### src/rtl/msbox_pkg.sv
package msbox_pkg;

    localparam int NBITS  = 4;
    localparam int NINPUT = 1 << NBITS;
    localparam int NLEAF  = NINPUT / 2;
    localparam int NNODE  = NINPUT - 1;

    // One dual-rail signal: t is the true rail, f the false rail.
    typedef struct packed {
        logic t;
        logic f;
    } rail_pair_t;

    typedef enum logic {
        G_AND = 1'b0,
        G_XOR = 1'b1
    } gate_kind_e;

    // Plain substitution table of the evaluated function.
    function automatic logic [NBITS-1:0] sbox_fwd(input logic [NBITS-1:0] x);
        logic [NBITS-1:0] r;
        case (x)
            4'h0: r = 4'hC;
            4'h1: r = 4'h5;
            4'h2: r = 4'h6;
            4'h3: r = 4'hB;
            4'h4: r = 4'h9;
            4'h5: r = 4'h0;
            4'h6: r = 4'hA;
            4'h7: r = 4'hD;
            4'h8: r = 4'h3;
            4'h9: r = 4'hE;
            4'hA: r = 4'hF;
            4'hB: r = 4'h8;
            4'hC: r = 4'h4;
            4'hD: r = 4'h7;
            4'hE: r = 4'h1;
            default: r = 4'h2;
        endcase
        return r;
    endfunction

    // Inversion in dual-rail form is a plain exchange of the rails.
    function automatic rail_pair_t rail_swap(input rail_pair_t r);
        rail_pair_t o;
        o.t = r.f;
        o.f = r.t;
        return o;
    endfunction

endpackage

### src/rtl/mdr_gate.sv
module mdr_gate
    import msbox_pkg::*;
#(
    parameter gate_kind_e KIND = G_AND
) (
    input  rail_pair_t a,
    input  rail_pair_t b,
    input  rail_pair_t m,
    output rail_pair_t y
);

    logic       ready;
    rail_pair_t raw;

    // Evaluation waits until every input pair, mask included, is complementary.
    assign ready = (a.t ^ a.f) & (b.t ^ b.f) & (m.t ^ m.f);

    generate
        if (KIND == G_AND) begin : g_and
            // mask 0: plain AND; mask 1: the inverted-domain AND is an OR of the masked rails
            always_comb begin
                raw.t = (m.f & a.t & b.t) | (m.t & (a.t | b.t));
                raw.f = (m.f & (a.f | b.f)) | (m.t & a.f & b.f);
            end
        end else begin : g_xor
            logic xt;
            logic xf;
            assign xt = (a.t & b.f) | (a.f & b.t);
            assign xf = (a.t & b.t) | (a.f & b.f);
            // two masked operands carry the mask twice; fold it back in once
            always_comb begin
                raw.t = (xt & m.f) | (xf & m.t);
                raw.f = (xt & m.t) | (xf & m.f);
            end
        end
    endgenerate

    assign y.t = ready & raw.t;
    assign y.f = ready & raw.f;

endmodule

### src/rtl/msbox_bit.sv
module msbox_bit
    import msbox_pkg::*;
#(
    parameter int BIT = 0
) (
    input  rail_pair_t [NBITS-1:0] x,
    input  rail_pair_t             m,
    output rail_pair_t             y
);

    // Heap-ordered tree: nodes 0..NLEAF-1 are leaves over x[0],
    // node NLEAF+u is a multiplexer of nodes 2u and 2u+1.
    rail_pair_t node [NNODE];

    genvar j;
    generate
        for (j = 0; j < NLEAF; j++) begin : g_leaf
            localparam logic [NBITS-1:0] V0 = sbox_fwd(NBITS'(2 * j));
            localparam logic [NBITS-1:0] V1 = sbox_fwd(NBITS'(2 * j + 1));
            localparam logic C0 = V0[BIT];
            localparam logic C1 = V1[BIT];
            rail_pair_t kconst;
            // a masked constant c is the mask pair itself, swapped when c = 1
            assign kconst = C0 ? rail_swap(m) : m;
            if (C0 == C1) begin : g_const
                assign node[j] = kconst;
            end else begin : g_var
                mdr_gate #(.KIND(G_XOR)) u_x (
                    .a (x[0]),
                    .b (kconst),
                    .m (m),
                    .y (node[j])
                );
            end
        end

        for (j = 0; j < NNODE - NLEAF; j++) begin : g_mux
            localparam int SEL = (j < NLEAF / 2) ? 1 : ((j < NLEAF / 2 + NLEAF / 4) ? 2 : 3);
            rail_pair_t s_n;
            rail_pair_t p_hi;
            rail_pair_t p_lo;
            rail_pair_t or_y;
            assign s_n = rail_swap(x[SEL]);
            mdr_gate #(.KIND(G_AND)) u_hi (
                .a (x[SEL]),
                .b (node[2*j+1]),
                .m (m),
                .y (p_hi)
            );
            mdr_gate #(.KIND(G_AND)) u_lo (
                .a (s_n),
                .b (node[2*j]),
                .m (m),
                .y (p_lo)
            );
            // OR gate: AND cell with input and output rails exchanged
            mdr_gate #(.KIND(G_AND)) u_or (
                .a (rail_swap(p_hi)),
                .b (rail_swap(p_lo)),
                .m (m),
                .y (or_y)
            );
            assign node[NLEAF+j] = rail_swap(or_y);
        end
    endgenerate

    assign y = node[NNODE-1];

endmodule

### src/rtl/mask_lfsr.sv
module mask_lfsr #(
    parameter int           W    = 64,
    parameter logic [W-1:0] TAPS = 64'hD800_0000_0000_0000,
    parameter logic [W-1:0] SEED = 64'h0123_4567_89AB_CDEF
) (
    input  logic clk,
    input  logic rst_n,
    input  logic step,
    output logic bit_o
);

    logic [W-1:0] sr_d;
    logic [W-1:0] sr_q;

    always_comb begin
        sr_d = sr_q;
        if (step) begin
            sr_d = {sr_q[W-2:0], ^(sr_q & TAPS)};
        end
    end

    always_ff @(posedge clk) begin
        if (!rst_n) begin
            sr_q <= SEED;
        end else begin
            sr_q <= sr_d;
        end
    end

    assign bit_o = sr_q[0];

endmodule

### src/rtl/masked_drp_sbox.sv
module masked_drp_sbox
    import msbox_pkg::*;
#(
    parameter int                LFSR_W    = 64,
    parameter logic [LFSR_W-1:0] LFSR_TAPS = 64'hD800_0000_0000_0000,
    parameter logic [LFSR_W-1:0] LFSR_SEED = 64'h0123_4567_89AB_CDEF,
    parameter int                CNT_W     = 16
) (
    input  logic                   clk,
    input  logic                   rst_n,
    input  logic [NBITS-1:0]       din,
    output logic                   eval_o,
    output logic                   mask_o,
    output logic [NBITS-1:0]       rail_t_o,
    output logic [NBITS-1:0]       rail_f_o,
    output logic [NBITS-1:0]       dout_o,
    output logic                   out_valid_o,
    output logic [NBITS*CNT_W-1:0] cnt_t_o,
    output logic [NBITS*CNT_W-1:0] cnt_f_o
);

    localparam int CW_ALL = NBITS * CNT_W;

    typedef struct packed {
        logic              eval;
        logic [NBITS-1:0]  in_m;
        logic [NBITS-1:0]  dout;
        logic              vld;
        logic [CW_ALL-1:0] ct;
        logic [CW_ALL-1:0] cf;
    } state_t;

    state_t s_d;
    state_t s_q;

    logic                    mask;
    rail_pair_t              m_rail;
    rail_pair_t [NBITS-1:0]  x_rail;
    rail_pair_t [NBITS-1:0]  y_rail;

    // Mask advances at the edge that closes evaluation.
    mask_lfsr #(
        .W    (LFSR_W),
        .TAPS (LFSR_TAPS),
        .SEED (LFSR_SEED)
    ) u_lfsr (
        .clk   (clk),
        .rst_n (rst_n),
        .step  (s_q.eval),
        .bit_o (mask)
    );

    // Precharge: every driven pair, mask included, is forced to 00.
    always_comb begin
        m_rail.t = s_q.eval & mask;
        m_rail.f = s_q.eval & ~mask;
        for (int i = 0; i < NBITS; i++) begin
            x_rail[i].t = s_q.eval & s_q.in_m[i];
            x_rail[i].f = s_q.eval & ~s_q.in_m[i];
        end
    end

    genvar gi;
    generate
        for (gi = 0; gi < NBITS; gi++) begin : g_out
            msbox_bit #(.BIT(gi)) u_bit (
                .x (x_rail),
                .m (m_rail),
                .y (y_rail[gi])
            );
        end
    endgenerate

    always_comb begin
        s_d      = s_q;
        s_d.eval = ~s_q.eval;
        s_d.vld  = 1'b0;
        if (!s_q.eval) begin
            s_d.in_m = din ^ {NBITS{mask}};
        end else begin
            s_d.vld = 1'b1;
            for (int i = 0; i < NBITS; i++) begin
                s_d.dout[i] = y_rail[i].t ^ mask;
                s_d.ct[i*CNT_W +: CNT_W] = s_q.ct[i*CNT_W +: CNT_W] + CNT_W'(y_rail[i].t);
                s_d.cf[i*CNT_W +: CNT_W] = s_q.cf[i*CNT_W +: CNT_W] + CNT_W'(y_rail[i].f);
            end
        end
    end

    always_ff @(posedge clk) begin
        if (!rst_n) begin
            s_q <= '0;
        end else begin
            s_q <= s_d;
        end
    end

    always_comb begin
        for (int i = 0; i < NBITS; i++) begin
            rail_t_o[i] = y_rail[i].t;
            rail_f_o[i] = y_rail[i].f;
        end
    end

    assign eval_o      = s_q.eval;
    assign mask_o      = mask;
    assign dout_o      = s_q.dout;
    assign out_valid_o = s_q.vld;
    assign cnt_t_o     = s_q.ct;
    assign cnt_f_o     = s_q.cf;

endmodule

### config.mk
export PLATFORM = sky130hd
export DESIGN_NAME = masked_drp_sbox
export DESIGN_NICKNAME = d
export VERILOG_FILES = /design/src/rtl/msbox_pkg.sv /design/src/rtl/mdr_gate.sv /design/src/rtl/msbox_bit.sv /design/src/rtl/mask_lfsr.sv /design/src/rtl/masked_drp_sbox.sv
export SDC_FILE = /design/constraint.sdc
export NUM_CORES = 1
export LEC_CHECK = 0
export BUFFER_PORTS_ARGS = -buffer_cell sky130_fd_sc_hd__buf_2
export CORE_MARGIN = 1.5
export CORE_UTILIZATION = 55
export CTS_CLUSTER_DIAMETER = 40
export DETAILED_ROUTE_END_ITERATION = 8
export GPL_ROUTABILITY_DRIVEN = 1
export PLACE_DENSITY_LB_ADDON = 0.2
export SYNTH_ARGS = -nofsm -noshare
export SYNTH_HDL_FRONTEND = slang
export SYNTH_HIERARCHICAL = 1
export SYNTH_SLANG_ARGS = --single-unit
### constraint.sdc
create_clock -name clk -period 12.8 [get_ports clk]
set_input_delay 0.64 -clock clk [delete_from_list [all_inputs] [get_ports clk]]
set_output_delay 0.64 -clock clk [all_outputs]
set_load 0.02 [all_outputs]
==> results_dict.tcl, run 1 <==
set metrics [dict create \
    antenna_found_initial 1 \
    grt_max_degree 285 \
    cts_tree "yes" \
    ir_worst_vdd_v 0.0000826 \
    ys_types 44 \
    grt.overflow.total 0 \
    cp-end-kind "flip-flop" \
    fin_cells 2812 \
    preCtsSetupSlack_ns 4.86 \
    die_w_um 187 \
    yosys_register_bits 202 \
    routedWlPerCell_um 13.9 \
    drc 0 \
    design_area_um2 19500 \
    rr_worst_depth 28 \
    worstPathRequired_ns 13.21 \
    path_delay_family "compound AO/OA/AOI/OAI gates" \
    slowest_stage "and2_4" \
    slew-limit-headroom_pct 37.8 \
    crit_buf_inv 1 \
    die_area_um2 35000 \
    hold_viol 0 \
    drt_first_pass_iters 6 \
    critical_path_class "reg2reg" \
    cts_buffer_depth 3 \
    hold_depth 2 \
    post_cts_resized 0 \
    clock_skew_ns 0.0171 \
    wl_um 39000 \
    placed_cell_area_um2 18900 \
    status "finished, final reports clean" \
    layout_commonest_cell "nor2b_1" \
    nNetsFinal 2377 \
    initial_utilization_pct 55.8 \
    syn_area_um2 18700 \
    timing.final.ws_setup_ns 4.87 \
    most-common-layout-cells "nor2b_1 (221), nand2b_1 (217), dfxtp_1 (201)" \
    ios 149 \
    first_global_vias 14834 \
    worst_pin_slew_ns 0.933 \
    cp_max_fo 99 \
    fp.dieH_um 187 \
    viasPerCell 5.79 \
    clockRootBuffer "clkbuf_16" \
    hpwlAfterDp_um 26700 \
    cts-htree-levels 1 \
    fmax_ghz 0.126 \
    fin_crit_ns 7.93 \
    hold_class "reg2reg" \
    cp_common_cell "o22ai_1" \
    syn_avg_cell_area_um2 7.96 \
    power_density_nw_per_um2 75.0 \
    drive_above_1_share_pct 14.0 \
    clk_latency_ns 0.49 \
    vias 16272 \
    rsz0062_at_grt "no" \
    clkSinkCount 202 \
    yosysWarnings 6 \
    gp_congestion 0.878 \
    grt_pass1_wl_um 66600 \
    hold_ws_ns 0.464 \
    dpl.cell_count 2777 \
    io_buffers 148 \
    cts_setup_buffers 0 \
    core_region_area_um2 33400 \
    synth-main-ff-cell "dfxtp_1" \
    holdBufCountCts 0 \
    synth_nets 2368 \
    grtUsageTotal_pct 21.4 \
    path_clk_slew_ns 0.06 \
    finalSetupViolCount 0 \
    cts_made_buffers 21 \
    drtIter0Drc 990 \
    floorplan.rows 67 \
    leakage_nw 7.52 \
    antenna_left 0 \
    yosysSeqAreaShare_pct 21.7 \
    arrival_ns 8.34 \
    fin_setup_tns_ns 0 \
    syn2layout_area_growth_pct 4.74 \
    cp.depth 28 \
    syn_inst 2343 \
    finalCritPeriodShare_pct 62.0 \
    maxCapViolations 0 \
    slew_violations 0 \
    cpPeakStageDelay_ns 0.78 \
    cp-start-kind "flip-flop" \
    synth_edf_count 0 \
    async_reset_ff_share_pct 0 \
]
[synth_stat cells, types with 4 or more instances]
cell type    n  area [um^2]
or3_1       11         68.8
o31ai_1      8         60.1
and3_1      17          106
a21oi_1     18         90.1
and4_1      11         96.3
nand2b_1   217         1360
or4_1        7         52.6
nor3_1      18         90.1
mux2i_1     85          851
and2b_2     84          736
and2_1       8         50.1
nor2_1     109          409
o21ai_1     84          420
nor2b_1    225         1410
xnor2_1     38          333
o21ai_0     12         60.1
a22oi_1    168         1260
xor2_1     142         1240
nand4_1     43          269
ha_1        19          238
o22ai_1    124          776
clkbuf_1    30          113
inv_1        7         26.3
nand4b_1    84          736
buf_4      138         1040
nor4_1      20          125
nand3_1     35          175
a211oi_1     4         30.0
a22oi_2     40          500
nand2_1    169          634
dfxtp_1    202         4040
and2b_1    144         1080
buf_2        6         30.0
[worst paths after layout]
path | slack [ns] | startpoint | to
setup / recovery | 4.87 | u_lfsr/sr_q[0] | cnt_t_o[63]
hold / removal | 0.46 | u_lfsr/sr_q[2] | u_lfsr/sr_q[3]
setup reg to reg | 4.87 | u_lfsr/sr_q[0] | cnt_t_o[63]
hold reg to reg | 0.46 | u_lfsr/sr_q[2] | u_lfsr/sr_q[3]
[stage by stage]
| stage | power [mW] | util (%) |
|---|---|---|
| floorplan | 0.878 | - |
| global placement | 0.905 | 56.5 |
| detailed placement | 0.917 | 56.5 |
| CTS | 1.48 | 58.4 |
| global route | 1.53 | 58.4 |
| finish | 1.47 | 58.4 |
[registers in the layout (all words and copies together), names as in the netlist]
name,flops
cnt_f_o,64
cnt_t_o,64
dout_o,4
eval_o,1
out_valid_o,1
s_q,4
u_lfsr/sr_q,64
[worst min-delay path, stage by stage, from the launching register on]
cell,delay [ns]
dfxtp_1,0.32
mux2i_1,0.07
nand2_1,0.06
[layout make-up]
class / instances / area [um^2]
sequential: 202 / 4050
inverter: 8 / 32.5
multi-input combinational: 1955 / 13400
clock buffer: 25 / 561
antenna: 1 / 2.50
clock inverter: 9 / 73.8
timing repair buffer: 164 / 873
fill: 3025 / 13900
tap: 448 / 561
[power by group]
group | switching [mW] | total (mW) | internal (mW)
clock | 0.246 | 0.562 | 0.316
sequential | 0.0104 | 0.653 | 0.643
combinational | 0.153 | 0.250 | 0.0972
[metal layers]
metal	track usage (%)	part of all wire (%)	wire length, um	vias to the layer above
met4	5.71	1.9	735	0
met5	0	0	0	-
met1	26.7	47	18200	7637
met3	1.82	3.5	1370	41
met2	39.3	48	18800	293
li1	-	-	-	8301
[cells by family after synthesis]
family | after synthesis | share of synthesized area, %
flip-flops | 202 | 21.7
multiplexers | 85 | 4.56
buffers and inverters | 186 | 6.68
XOR/XNOR | 180 | 8.45
AND/OR/NAND/NOR | 1210 | 40.1
AO/OA/AOI/OAI | 461 | 17.3
adder cells (fa/ha/maj) | 19 | 1.27
Power figures use the tool's default switching activity.
==> run 2, diff against run 1 <==
--- a/config.mk
+++ b/config.mk
@@ -5,6 +5,7 @@
 export SDC_FILE = /design/constraint.sdc
 export NUM_CORES = 1
 export LEC_CHECK = 0
+export ABC_AREA = 1
 export BUFFER_PORTS_ARGS = -buffer_cell sky130_fd_sc_hd__buf_2
 export CORE_MARGIN = 1.5
 export CORE_UTILIZATION = 55
==> constraint.sdc (replaced) <==
create_clock -name clk -period 8.14 [get_ports clk]
set_input_delay 0.407 -clock clk [delete_from_list [all_inputs] [get_ports clk]]
set_output_delay 0.407 -clock clk [all_outputs]
set_load 0.02 [all_outputs]
==> results_dict.tcl, run 2 <==
set metrics [dict create \
    fin_total_pwr_mw 2.75 \
    rr_worst_depth 43 \
    hpwlAfterDp_um 31800 \
    drtIter0Drc 1234 \
    clkSinkCount 202 \
    arrival_ns 5.79 \
    path_delay_family "simple AND/OR/NAND/NOR gates" \
    n_antenna_cell 0 \
    viasPerCell 4.64 \
    hold_depth 4 \
    grt.overflow.total 0 \
    wl_met1_um 22600 \
    preCtsSetupSlack_ns 2.19 \
    initial_utilization_pct 55.5 \
    synth.area.top_cells "nand2_1 (26%), dfxtp_1 (19%), inv_1 (15%)" \
    worstPathRequired_ns 7.73 \
    finalCritPeriodShare_pct 76.1 \
    syn2layout_area_growth_pct 9.31 \
    cp-start-kind "flip-flop" \
    path_clk_slew_ns 0.05 \
    synth_common_cells "nand2_1 (1,451), inv_1 (838), nor2_1 (687), o21ai_0 (403), nand3_1 (213)" \
    hold_class "in2reg" \
    async_reset_ff_share_pct 0 \
    grt_max_degree 119 \
    drive_above_1_share_pct 8.10 \
    placed_cell_area_um2 21800 \
    slew_violations 0 \
    synth_most_common_cell "nand2_1" \
    cp-end-kind "output port" \
    floorplan.rows 71 \
    design_area_um2 22700 \
    status "finished, final reports clean" \
    io_buffers 148 \
    clk_latency_ns 0.52 \
    yosys_register_bits 202 \
    clockRootBuffer "clkbuf_16" \
    antenna_found_initial 0 \
    rsz0062_at_grt "no" \
    gp_congestion 0.841 \
    first_global_vias 18665 \
    post_cts_resized 0 \
    clock_skew_ns 0.0209 \
    cp_max_fo 101 \
    most-common-layout-cells "nand2_1 (1,436), inv_1 (825), nor2_1 (651)" \
    vias 21784 \
    wl_um 45200 \
    route.met2.wl_um 20200 \
    ys_types 34 \
    slew-limit-headroom_pct 29.9 \
    yosysWarnings 6 \
    cpPeakStageDelay_ns 0.65 \
    cts_buffer_depth 3 \
    topRoutingLayerUsed "met4" \
    finalSetupViolCount 0 \
    cts_setup_buffers 0 \
    cp_common_cell "nand2_1" \
    grt_pass1_wl_um 80100 \
    cts_made_buffers 26 \
    die_w_um 197 \
    nNetsFinal 4195 \
    cts_tree "yes" \
    maxCapViolations 0 \
    core_region_area_um2 37400 \
    hold_viol 0 \
    synth_area_leader_cell "nand2_1" \
    cp.depth 38 \
    cts-htree-levels 1 \
    synth_top_cell_area_share_pct 26.2 \
    slowest_stage "dfxtp_4" \
    timing.final.ws_setup_ns 1.95 \
    fmax_ghz 0.161 \
    drt_first_pass_iters 5 \
    synth_nets 4167 \
    crit_buf_inv 9 \
    grtUsageTotal_pct 23.2 \
    fin_setup_tns_ns 0 \
    syn_area_um2 20800 \
    drc 0 \
    holdBufCountCts 0 \
    worst_pin_slew_ns 1.05 \
    synth-main-ff-cell "dfxtp_1" \
    antenna_left 0 \
    layout_commonest_cell "nand2_1" \
    syn_inst 4142 \
    wl_met3_um 1540 \
    synth_edf_count 0 \
    r2r_setup_slack_ns 2.14 \
    power_density_nw_per_um2 121 \
    die_area_um2 38900 \
    routedWlPerCell_um 9.63 \
    yosysSeqAreaShare_pct 19.5 \
    leakage_nw 10.4 \
    syn_avg_cell_area_um2 5.02 \
    fp.dieH_um 197 \
    ios 149 \
    critical_path_class "reg2out" \
    fin_crit_ns 6.19 \
    ir_worst_vdd_v 0.000128 \
]
==> run 2: changes by cell type after synthesis, moves of 85 or more <==
cell      change
o21ai_0     +391
nor2_1      +578
nor2b_1     -225
nand3_1     +178
mux2i_1      -85
o22ai_1     -124
and2b_1     -144
inv_1       +831
nand2b_1    -217
a22oi_1     -168
xor2_1      -132
nand2_1    +1282
==> run 2: tightest hold or removal path, stage by stage <==
cell,delay [ns]
buf_2,0.08
xor2_1,0.08
o21ai_0,0.14
inv_1,0.04
==> run 2: power breakdown <==
part	leakage, nW	internal [mW]	switching, mW
logic	8.30	0.159	0.345
registers	1.64	1.02	0.0224
clock network	0.440	0.759	0.447
==> run 2: path summary, 6_finish.rpt <==
| path | start | endpoint |
|---|---|---|
| worst max-delay path | eval_o | rail_t_o[1] |
| worst min-delay path | din[3] | s_q[136] |
| worst max register to register | eval_o | cnt_f_o[6] |
| worst min register to register | u_lfsr/sr_q[14] | u_lfsr/sr_q[14] |
==> run 2: cell type report <==
cell class              count  area (um^2)
repair buffers            175         1050
inverters                 841         3170
fillers                  3777        14700
multi-input cells        2924        12900
flip-flops and latches    202         4050
clock buffers              29          672
well taps                 511          639
clock inverters            16          248
==> run 2: logic make-up (layout without fill, tap and decap cells) <==
family	Yosys count	in the layout	share of synthesized area (%)
AND/OR/NAND/NOR	2404	2404	45.4
buffers and inverters	1016	1061	21.3
AO/OA/AOI/OAI	488	488	12.2
flip-flops	202	202	19.5
adder cells (fa/ha/maj)	19	19	1.14
XOR/XNOR	13	13	0.548
==> run 2: stage by stage <==
step | hold WS, ns | cells | utilization, %
2_1_floorplan | 0.427 | 4142 | -
3_3_place_gp | 0.435 | 4653 | 58.3
3_5_place_dp | 0.444 | 4653 | 58.3
4_1_cts | 0.249 | 4698 | 60.7
5_1_grt | 0.282 | 4698 | 60.7
6_report | 0.265 | 4698 | 60.7
==> run 2: metal layers <==
metal / global-route usage (%) / vias up
met4: 5.68 / 0
met1: 30.1 / 9073
met5: 0 / -
li1: - / 12390
met3: 1.74 / 49
met2: 41.6 / 272
==> run 3, diff against run 2 <==
==> constraint.sdc (replaced) <==
create_clock -name clk -period 5.3 [get_ports clk]
set_input_delay 0.265 -clock clk [delete_from_list [all_inputs] [get_ports clk]]
set_output_delay 0.265 -clock clk [all_outputs]
set_load 0.02 [all_outputs]
==> results_dict.tcl, run 3 (same netlist as run 2, synthesis figures left out) <==
set metrics [dict create \
    pwr-share-seq_pct 37.1 \
    worstPathRequired_ns 5.04 \
    design_area_um2 25600 \
    cpPeakStageDelay_ns 0.41 \
    maxCapViolations 0 \
    arrival_ns 4.78 \
    cp_common_cell "nand2_1" \
    cts_tree "yes" \
    cts-htree-levels 1 \
    first_global_vias 18740 \
    vias 23300 \
    core_region_area_um2 37400 \
    ios 149 \
    hpwlAfterDp_um 33000 \
    rsz0062_at_grt "yes" \
    worst_pin_slew_ns 1.32 \
    min_from "din[3]" \
    grt_max_degree 104 \
    viasPerCell 4.85 \
    clkSinkCount 202 \
    wl_um 54600 \
    status "finished, final reports clean" \
    clock_power_share_pct 38.7 \
    swShare_pct 31.8 \
    fp.dieH_um 197 \
    drt_first_pass_iters 6 \
    slew_violations 0 \
    path_clk_slew_ns 0.06 \
    regToRegEndpoint "cnt_t_o[3]" \
    grt.overflow.total 0 \
    hold_viol 0 \
    slew-limit-headroom_pct 11.8 \
    cts_buffer_depth 3 \
    antenna_found_initial 1 \
    drive_above_1_share_pct 18.2 \
    drc 0 \
    clock_skew_ns 0.0179 \
    antenna_left 0 \
    cp-start-kind "flip-flop" \
    drtIter0Drc 1521 \
    slowest_stage "dfxtp_4" \
    cts_made_buffers 24 \
    layout_commonest_cell "nand2_1" \
    hold_depth 4 \
    most-common-layout-cells "nand2_1 (1,414), inv_1 (773), nor2_1 (499)" \
    leakage_nw 11.3 \
    rr_worst_depth 39 \
    die_area_um2 38900 \
    grtUsageTotal_pct 23.5 \
    initial_utilization_pct 55.5 \
    power_frac_comb_pct 24.2 \
    syn2layout_area_growth_pct 23.0 \
    r2r_setup_slack_ns 0.31 \
    gp_congestion 0.843 \
    fin_crit_ns 5.04 \
    ir_worst_vdd_v 0.000196 \
    cp-end-kind "output port" \
    placed_cell_area_um2 22100 \
    clockRootBuffer "clkbuf_16" \
    fmax_ghz 0.198 \
    hold_class "in2reg" \
    utilization_pct 68.3 \
    power_density_nw_per_um2 168 \
    fin_total_pwr_mw 4.29 \
    nNetsFinal 4302 \
    cp_max_fo 9 \
    finalSetupViolCount 0 \
    crit_start "eval_o" \
    grt_pass1_wl_um 80700 \
    p_int_mw 2.92 \
    routedWlPerCell_um 11.4 \
    power.switching_mw 1.36 \
    cp-endpoint "rail_f_o[0]" \
    critical_path_class "reg2out" \
    rr_startpoint "eval_o" \
    clk_latency_ns 0.52 \
    io_buffers 148 \
    die_w_um 197 \
    finalCritPeriodShare_pct 95.2 \
    floorplan.rows 71 \
]
-- run 3: cell types whose count changed in the layout (fill, tap and decap cells not counted), moves of 37 or more --
cell	before	now
inv_1	825	773
nor2_2	23	138
buf_4	20	61
nor2_4	20	57
nand3_1	193	129
o21ai_2	0	41
inv_2	12	61
nand3_2	20	74
nor2_1	651	499
o21ai_0	201	155
-- run 3: final cells by class --
class / count / area (um^2)
antenna: 1 / 2.50
sequential: 202 / 4050
timing repair buffer: 284 / 2790
clock buffer: 26 / 628
inverter: 841 / 3180
fill: 3408 / 11800
clock inverter: 18 / 189
multi-input combinational: 2924 / 14100
tap: 511 / 639
-- run 3: layer usage --
| metal | GRT usage [%] | up-vias | share of wire [%] |
|---|---|---|---|
| li1 | - | 12605 | - |
| met1 | 30.8 | 10085 | 45 |
| met2 | 42.1 | 496 | 47 |
| met3 | 1.52 | 114 | 4.9 |
| met4 | 5.57 | 0 | 3.0 |
| met5 | 0 | - | 0 |
-- run 3: metrics by stage --
step	cells	hold slack (ns)	setup WS (ns)	setup TNS [ns]
2_1_floorplan	4142	0.427	-3.73	-482.95
3_3_place_gp	4677	0.439	0.245	0
3_5_place_dp	4677	0.443	0.180	0
4_1_cts	4721	0.110	0.0211	0
5_1_grt	4807	0.150	-0.218	-7.55
6_report	4807	0.133	0.256	0
-- run 3: power groups by stage --
| stage | combinational [mW] | clock (mW) | sequential [mW] |
|---|---|---|---|
| after floorplan | 0.745 | 0 | 1.62 |
| after global routing | 1.17 | 1.75 | 1.60 |
| after global placement | 0.809 | 0 | 1.62 |
| after detailed placement | 0.817 | 0 | 1.62 |
| after CTS | 0.820 | 1.69 | 1.59 |
| final | 1.04 | 1.66 | 1.59 |
-- run 3: worst max-delay path: cells and delay by family, from the launching register on --
family          cells  cell delay [ns]
flops               1             0.41
buf+inv            13             1.32
compound gates      3             0.41
simple gates       23             2.08
-- run 3: worst min path at each step --
| stage | to | slack [ns] |
|---|---|---|
| global placement | u_lfsr/sr_q[15] | 0.44 |
| CTS | s_q[134] | 0.11 |
| finish | s_q[136] | 0.13 |
| floorplan | dout_o[3] | 0.43 |
| detailed placement | u_lfsr/sr_q[34] | 0.44 |
| global route | s_q[134] | 0.15 |
-- run 3: repair_timing --
item	in CTS	in global routing
hold buffers	0	0
gates resized for setup	0	475
setup endpoints to repair	0	138
setup buffers	0	51
